===== src/rtl/adc_sched_pkg.sv =====
package adc_sched_pkg;
  localparam int unsigned GRP_W = 2;

  // Group g (non-zero) covers channels 0..g
  function automatic logic grp_hit(input logic [GRP_W-1:0] grp, input int unsigned ch);
    return (grp != '0) && (ch <= 32'(grp));
  endfunction
endpackage


===== src/rtl/sched_ctrl.sv =====
module sched_ctrl #(
  parameter int unsigned NCH = 4,
  localparam int unsigned DW = NCH + 4
) (
  input  logic           clk,
  input  logic           rst,
  input  logic           wr_en,
  input  logic [DW-1:0]  wr_data,
  input  logic           fire,
  input  logic [NCH-1:0] pick_oh,
  output logic           flush_now,
  output logic           en_q,
  output logic           flush_q,
  output logic [NCH-1:0] pend_q,
  output logic [1:0]     grp_q
);
  logic [NCH-1:0] set_bits;
  logic [NCH-1:0] clr_bits;

  assign flush_now = wr_en && wr_data[1];
  assign set_bits  = wr_en ? wr_data[NCH+1:2] : '0;
  assign clr_bits  = fire ? pick_oh : '0;

  always_ff @(posedge clk) begin
    if (rst) begin
      en_q    <= 1'b0;
      flush_q <= 1'b0;
      pend_q  <= '0;
      grp_q   <= '0;
    end else begin
      flush_q <= flush_now;
      pend_q  <= (pend_q & ~clr_bits) | set_bits;
      if (wr_en) begin
        en_q  <= wr_data[0];
        grp_q <= wr_data[DW-1 -: 2];
      end
    end
  end
endmodule


===== src/rtl/sched_issue.sv =====
module sched_issue #(
  parameter int unsigned NCH = 4,
  localparam int unsigned CHW = $clog2(NCH)
) (
  input  logic           clk,
  input  logic           rst,
  input  logic           en_q,
  input  logic           flush_now,
  input  logic           flush_q,
  input  logic [NCH-1:0] pend_q,
  output logic           fire,
  output logic [NCH-1:0] pick_oh,
  output logic           launch_valid,
  output logic [CHW-1:0] launch_ch
);
  logic [CHW-1:0] pick_idx;

  // Lowest-numbered pending channel wins
  always_comb begin
    pick_oh  = '0;
    pick_idx = '0;
    for (int i = NCH - 1; i >= 0; i--) begin
      if (pend_q[i]) begin
        pick_oh  = NCH'(1) << i;
        pick_idx = CHW'(i);
      end
    end
  end

  assign fire = en_q && (pend_q != '0) && !flush_now && !flush_q;

  always_ff @(posedge clk) begin
    if (rst) begin
      launch_valid <= 1'b0;
      launch_ch    <= '0;
    end else begin
      launch_valid <= fire;
      if (fire) launch_ch <= pick_idx;
    end
  end
endmodule


===== src/rtl/conv_pipe.sv =====
module conv_pipe #(
  parameter int unsigned LAT = 4,
  parameter int unsigned CHW = 2
) (
  input  logic           clk,
  input  logic           rst,
  input  logic           flush_now,
  input  logic           in_valid,
  input  logic [CHW-1:0] in_ch,
  output logic           done_valid,
  output logic [CHW-1:0] done_ch
);
  logic [LAT-1:0] stg_v;
  logic [CHW-1:0] stg_c [LAT];

  always_ff @(posedge clk) begin
    if (rst || flush_now) begin
      stg_v <= '0;
    end else begin
      stg_v[0] <= in_valid;
      for (int k = 1; k < LAT; k++) stg_v[k] <= stg_v[k-1];
    end
  end

  always_ff @(posedge clk) begin
    stg_c[0] <= in_ch;
    for (int k = 1; k < LAT; k++) stg_c[k] <= stg_c[k-1];
  end

  assign done_valid = stg_v[LAT-1];
  assign done_ch    = stg_c[LAT-1];
endmodule


===== src/rtl/dma_merge.sv =====
module dma_merge #(
  parameter int unsigned NCH = 4,
  localparam int unsigned CHW = $clog2(NCH)
) (
  input  logic           clk,
  input  logic           rst,
  input  logic [1:0]     grp_q,
  input  logic           done_valid,
  input  logic [CHW-1:0] done_ch,
  output logic [NCH-1:0] ch_dma_req,
  output logic           grp_dma_req
);
  import adc_sched_pkg::*;

  logic [NCH-1:0] member;

  for (genvar g = 0; g < NCH; g++) begin : g_member
    assign member[g] = grp_hit(grp_q, g);
  end

  always_ff @(posedge clk) begin
    if (rst) begin
      ch_dma_req  <= '0;
      grp_dma_req <= 1'b0;
    end else begin
      ch_dma_req  <= done_valid ? (NCH'(1) << done_ch) : '0;
      grp_dma_req <= done_valid && member[done_ch];
    end
  end
endmodule


===== src/rtl/adc_sweep_sched.sv =====
module adc_sweep_sched #(
  parameter int unsigned NCH = 4,
  parameter int unsigned LAT = 4,
  localparam int unsigned CHW = $clog2(NCH),
  localparam int unsigned DW  = NCH + 4
) (
  input  logic           clk,
  input  logic           rst,
  input  logic           wr_en,
  input  logic [DW-1:0]  wr_data,
  output logic [DW-1:0]  rd_data,
  output logic           launch_valid,
  output logic [CHW-1:0] launch_ch,
  output logic [NCH-1:0] ch_dma_req,
  output logic           grp_dma_req
);
  logic           flush_now;
  logic           en_q;
  logic           flush_q;
  logic [NCH-1:0] pend_q;
  logic [1:0]     grp_q;
  logic           fire;
  logic [NCH-1:0] pick_oh;
  logic           done_valid;
  logic [CHW-1:0] done_ch;

  sched_ctrl #(.NCH(NCH)) u_ctrl (
    .clk(clk), .rst(rst), .wr_en(wr_en), .wr_data(wr_data),
    .fire(fire), .pick_oh(pick_oh), .flush_now(flush_now),
    .en_q(en_q), .flush_q(flush_q), .pend_q(pend_q), .grp_q(grp_q)
  );

  sched_issue #(.NCH(NCH)) u_issue (
    .clk(clk), .rst(rst), .en_q(en_q), .flush_now(flush_now),
    .flush_q(flush_q), .pend_q(pend_q), .fire(fire), .pick_oh(pick_oh),
    .launch_valid(launch_valid), .launch_ch(launch_ch)
  );

  conv_pipe #(.LAT(LAT), .CHW(CHW)) u_pipe (
    .clk(clk), .rst(rst), .flush_now(flush_now),
    .in_valid(launch_valid), .in_ch(launch_ch),
    .done_valid(done_valid), .done_ch(done_ch)
  );

  dma_merge #(.NCH(NCH)) u_dma (
    .clk(clk), .rst(rst), .grp_q(grp_q),
    .done_valid(done_valid), .done_ch(done_ch),
    .ch_dma_req(ch_dma_req), .grp_dma_req(grp_dma_req)
  );

  assign rd_data = {grp_q, pend_q, 1'b0, en_q};
endmodule


===== config.mk =====
export PLATFORM = sky130hd
export DESIGN_NAME = adc_sweep_sched
export DESIGN_NICKNAME = d
export VERILOG_FILES = /design/src/rtl/adc_sched_pkg.sv /design/src/rtl/sched_ctrl.sv /design/src/rtl/sched_issue.sv /design/src/rtl/conv_pipe.sv /design/src/rtl/dma_merge.sv /design/src/rtl/adc_sweep_sched.sv
export SDC_FILE = /design/constraint.sdc
export NUM_CORES = 1
export LEC_CHECK = 0
export BUFFER_PORTS_ARGS = -buffer_cell sky130_fd_sc_hd__buf_2
export CORE_MARGIN = 2
export CORE_UTILIZATION = 40
export CTS_CLUSTER_SIZE = 16
export DETAILED_ROUTE_END_ITERATION = 8
export GPL_TIMING_DRIVEN = 0
export SYNTH_ARGS = -nofsm -noshare
export SYNTH_HDL_FRONTEND = slang
export SYNTH_HIERARCHICAL = 1
export SYNTH_SLANG_ARGS = --single-unit

===== constraint.sdc =====
create_clock -name clk -period 1.7 [get_ports clk]
set_input_delay 0.425 -clock clk [delete_from_list [all_inputs] [get_ports clk]]
set_output_delay 0.425 -clock clk [all_outputs]
set_load 0.005 [all_outputs]

==> impl_results.md <==
* H-Tree Depth at 1
* Nets@finish at 124
* Leak at around 0.53 nW
* Clock Latency Late Sink at 0.30 ns
* Slew Viols, Final at 0
* Synth Net Count at 95
* R2R setup slack at approximately 0.28 ns
* Largest stage delay on the critical path at 0.37 ns
* Final Hold Viols at 0
* Worst-path fanout max at 6
* Num rows at 17
* Wire per inst at approximately 10 um
* FMAX at ~0.70 GHz
* Power Dens Cells at around 900 nW/um^2
* Worst-path clk slew at 0.13 ns
* Worst Path Arrival at ~1.7 ns
* Cts repair resizes at 0
* First-pass GRT wire length at 2390 um
* Status: finished, final reports clean
* Crit path launch type: register
* Clk root buf: clkbuf_4
* ANT cells at 0
* Share of cells above drive strength 1 at 0.414
* Synth unique cells at 26
* Setup Fix Bufs, Post-CTS at 0
* Final setup viols at 0
* Chip height at between 50 and 60 um
* Vias in the first global route at approximately 580
* HP Class: register to register
* Synthesis-stage register bit count at 28
* Initial antenna violation count at 0
* Clock Sinks at 28
* GR Util All Layers at 0.115
* Initial Util at 0.432
* 1st-iter DRT viols at 5
* Fin crit period at around 1.4 ns
* Critical Path Sink Type: register
* CP delay by family, top: compound AO/OA/AOI/OAI gates
* Critical Path Slowest Stage Cell: dfxtp_1
* YS warnings at 6
* Drt total wl at about 1500 um
* Setup Crit Path Kind: register to register
* Pin count of the biggest net entering global routing at 15
* CTS Buf Count at 3
* CTS Buffer Depth at 2
* Area grow syn2layout at 18.2%
* Detailed-route DRC error count at 0
* Routed Antenna Nets at 0
* Die width at between 50 and 60 um
* Syn Area/Cell at between 10 and 15 um^2
* Final GP Congestion at 0.697
* Core area at about 2300 um^2
* RSZ-0062 raised after global routing: false
* DP Cell Count at 136
* Worst path bufs/invs at 1
* Setup_tns at 0 ns
* Syn Inst Count at 84
* Die Footprint at 2850 um^2
* # IOs at 27
* Crit-path cells: or2_4 > o31ai_4 > inv_1 > a21bo_2 > a21oi_1
* Non-Filler Instances at around 140
* Vias per inst at ~4.5
* Post-Route Skew at about 0.0033 ns
* Required @ worst endpoint at slightly below 2 ns
* Final Cycle Share at 0.835
* Max-Cap Viols at 0
* Cell Area, Synth at slightly below 1000 um^2
* DRT Pass-1 Iters at 2
* GRT Residual Overflow at 0
* CTS tree: built
* DP HPWL at about 1100 um
* # hold bufs at CTS at 0
* Via count at about 620
* Max VDD drop at ~420 uV
* Quantity of I/O buffers inserted on ports at 24
* Part of the Yosys area used for sequential elements at 0.575
==> worst paths after layout <==
| kind | depth (start not counted) | end | start |
|---|---|---|---|
| max reg2reg | 5 | u_ctrl/pend_q[0] | u_ctrl/pend_q[0] |
| min | 0 | u_pipe/stg_c[2][1] | u_pipe/stg_c[1][1] |
| max | 5 | u_ctrl/pend_q[0] | u_ctrl/pend_q[0] |
| min reg2reg | 0 | u_pipe/stg_c[2][1] | u_pipe/stg_c[1][1] |
==> cells by family (layout without fill, tap and decap cells) <==
logic type	Yosys count	count (layout)	share of synthesized area
and+or+nand+nor	27	27	0.199
AOI/OAI and AO/OA	15	15	0.126
DFF	28	28	0.575
other	1	1	0.00385
muxes	4	4	0.0411
buffers and inverters	9	36	0.0552
==> sequential cells by signal, indices dropped and copies added (netlist names) <==
register and count:
u_ctrl/en_q 1, u_ctrl/flush_q 1, u_ctrl/grp_q 2, u_ctrl/pend_q 4
u_dma/ch_dma_req 4, u_dma/grp_dma_req 1, u_issue/launch_ch 2, u_issue/launch_valid 1
u_pipe/stg_c 8, u_pipe/stg_v 4
==> where the power goes <==
part           internal [W]   total, W  switching, W
Clock             0.0000826   0.000246      0.000164
Sequential         0.000676   0.000693     0.0000176
Combinational     0.0000530  0.0000944     0.0000414
Total              0.000811    0.00103      0.000223
==> routing by layer <==
layer,global-route usage,routed length (um),up-vias
met5,0,0,-
met4,0.0385,0,0
met3,0.0254,86,0
met2,0.200,684,19
met1,0.138,679,275
li1,-,-,329
==> layout by cell type, fill, tap and decap left out, drive strengths merged <==
cell type / n
mux2i: 4
nand2b: 1
or2: 1
nor2b: 5
a21oi: 5
a221oi: 1
nor3b: 7
nor2: 6
o31ai: 1
inv: 4
and2: 1
o21ai: 4
a21bo: 4
clkbuf: 4
nand2: 4
dfxtp: 28
conb: 1
buf: 28
and3: 2
==> stage by stage <==
| step | worst slack, ns | total power, W | area, um^2 | util | hold slack [ns] |
|---|---|---|---|---|---|
| floorplan | 0.254 | 0.000768 | 975 | - | 0.310 |
| global placement | 0.151 | 0.000802 | 1130 | 0.501 | 0.311 |
| detailed placement | 0.120 | 0.000804 | 1130 | 0.501 | 0.312 |
| CTS | 0.271 | 0.00106 | 1150 | 0.511 | 0.329 |
| global route | 0.168 | 0.00109 | 1150 | 0.511 | 0.330 |
| finish | 0.281 | 0.00103 | 1150 | 0.511 | 0.342 |
==> cells in the mapped netlist <==
cell	instances	area, um^2
and2_4	1	8.76
nor2b_1	3	18.8
nor3b_1	4	30.0
a221oi_1	1	8.76
buf_4	3	22.5
a21oi_2	1	8.76
a21oi_1	4	20.0
o21ai_0	2	10.0
clkbuf_2	1	5.00
dfxtp_1	28	561
nor2b_4	2	27.5
conb_1	1	3.75
o21ai_1	1	5.00
nor3b_2	2	25.0
nor2_1	6	22.5
o31ai_4	1	21.3
nand2_1	4	15.0
nand2b_1	1	6.26
and3_1	2	12.5
nor3b_4	1	18.8
or2_4	1	8.76
mux2i_1	4	40.0
buf_6	1	11.3
o21ai_2	1	8.76
inv_1	4	15.0
a21bo_2	4	40.0
==> final cells by class <==
type / instances / area (um^2)
multi-input combinational: 47 / 360
sequential: 28 / 561
timing repair buffer: 24 / 120
clock buffer: 3 / 22.5
buffer: 5 / 38.8
tap: 28 / 35.0
inverter: 4 / 15.0
fill: 240 / 1100
Power figures use the tool's default switching activity.
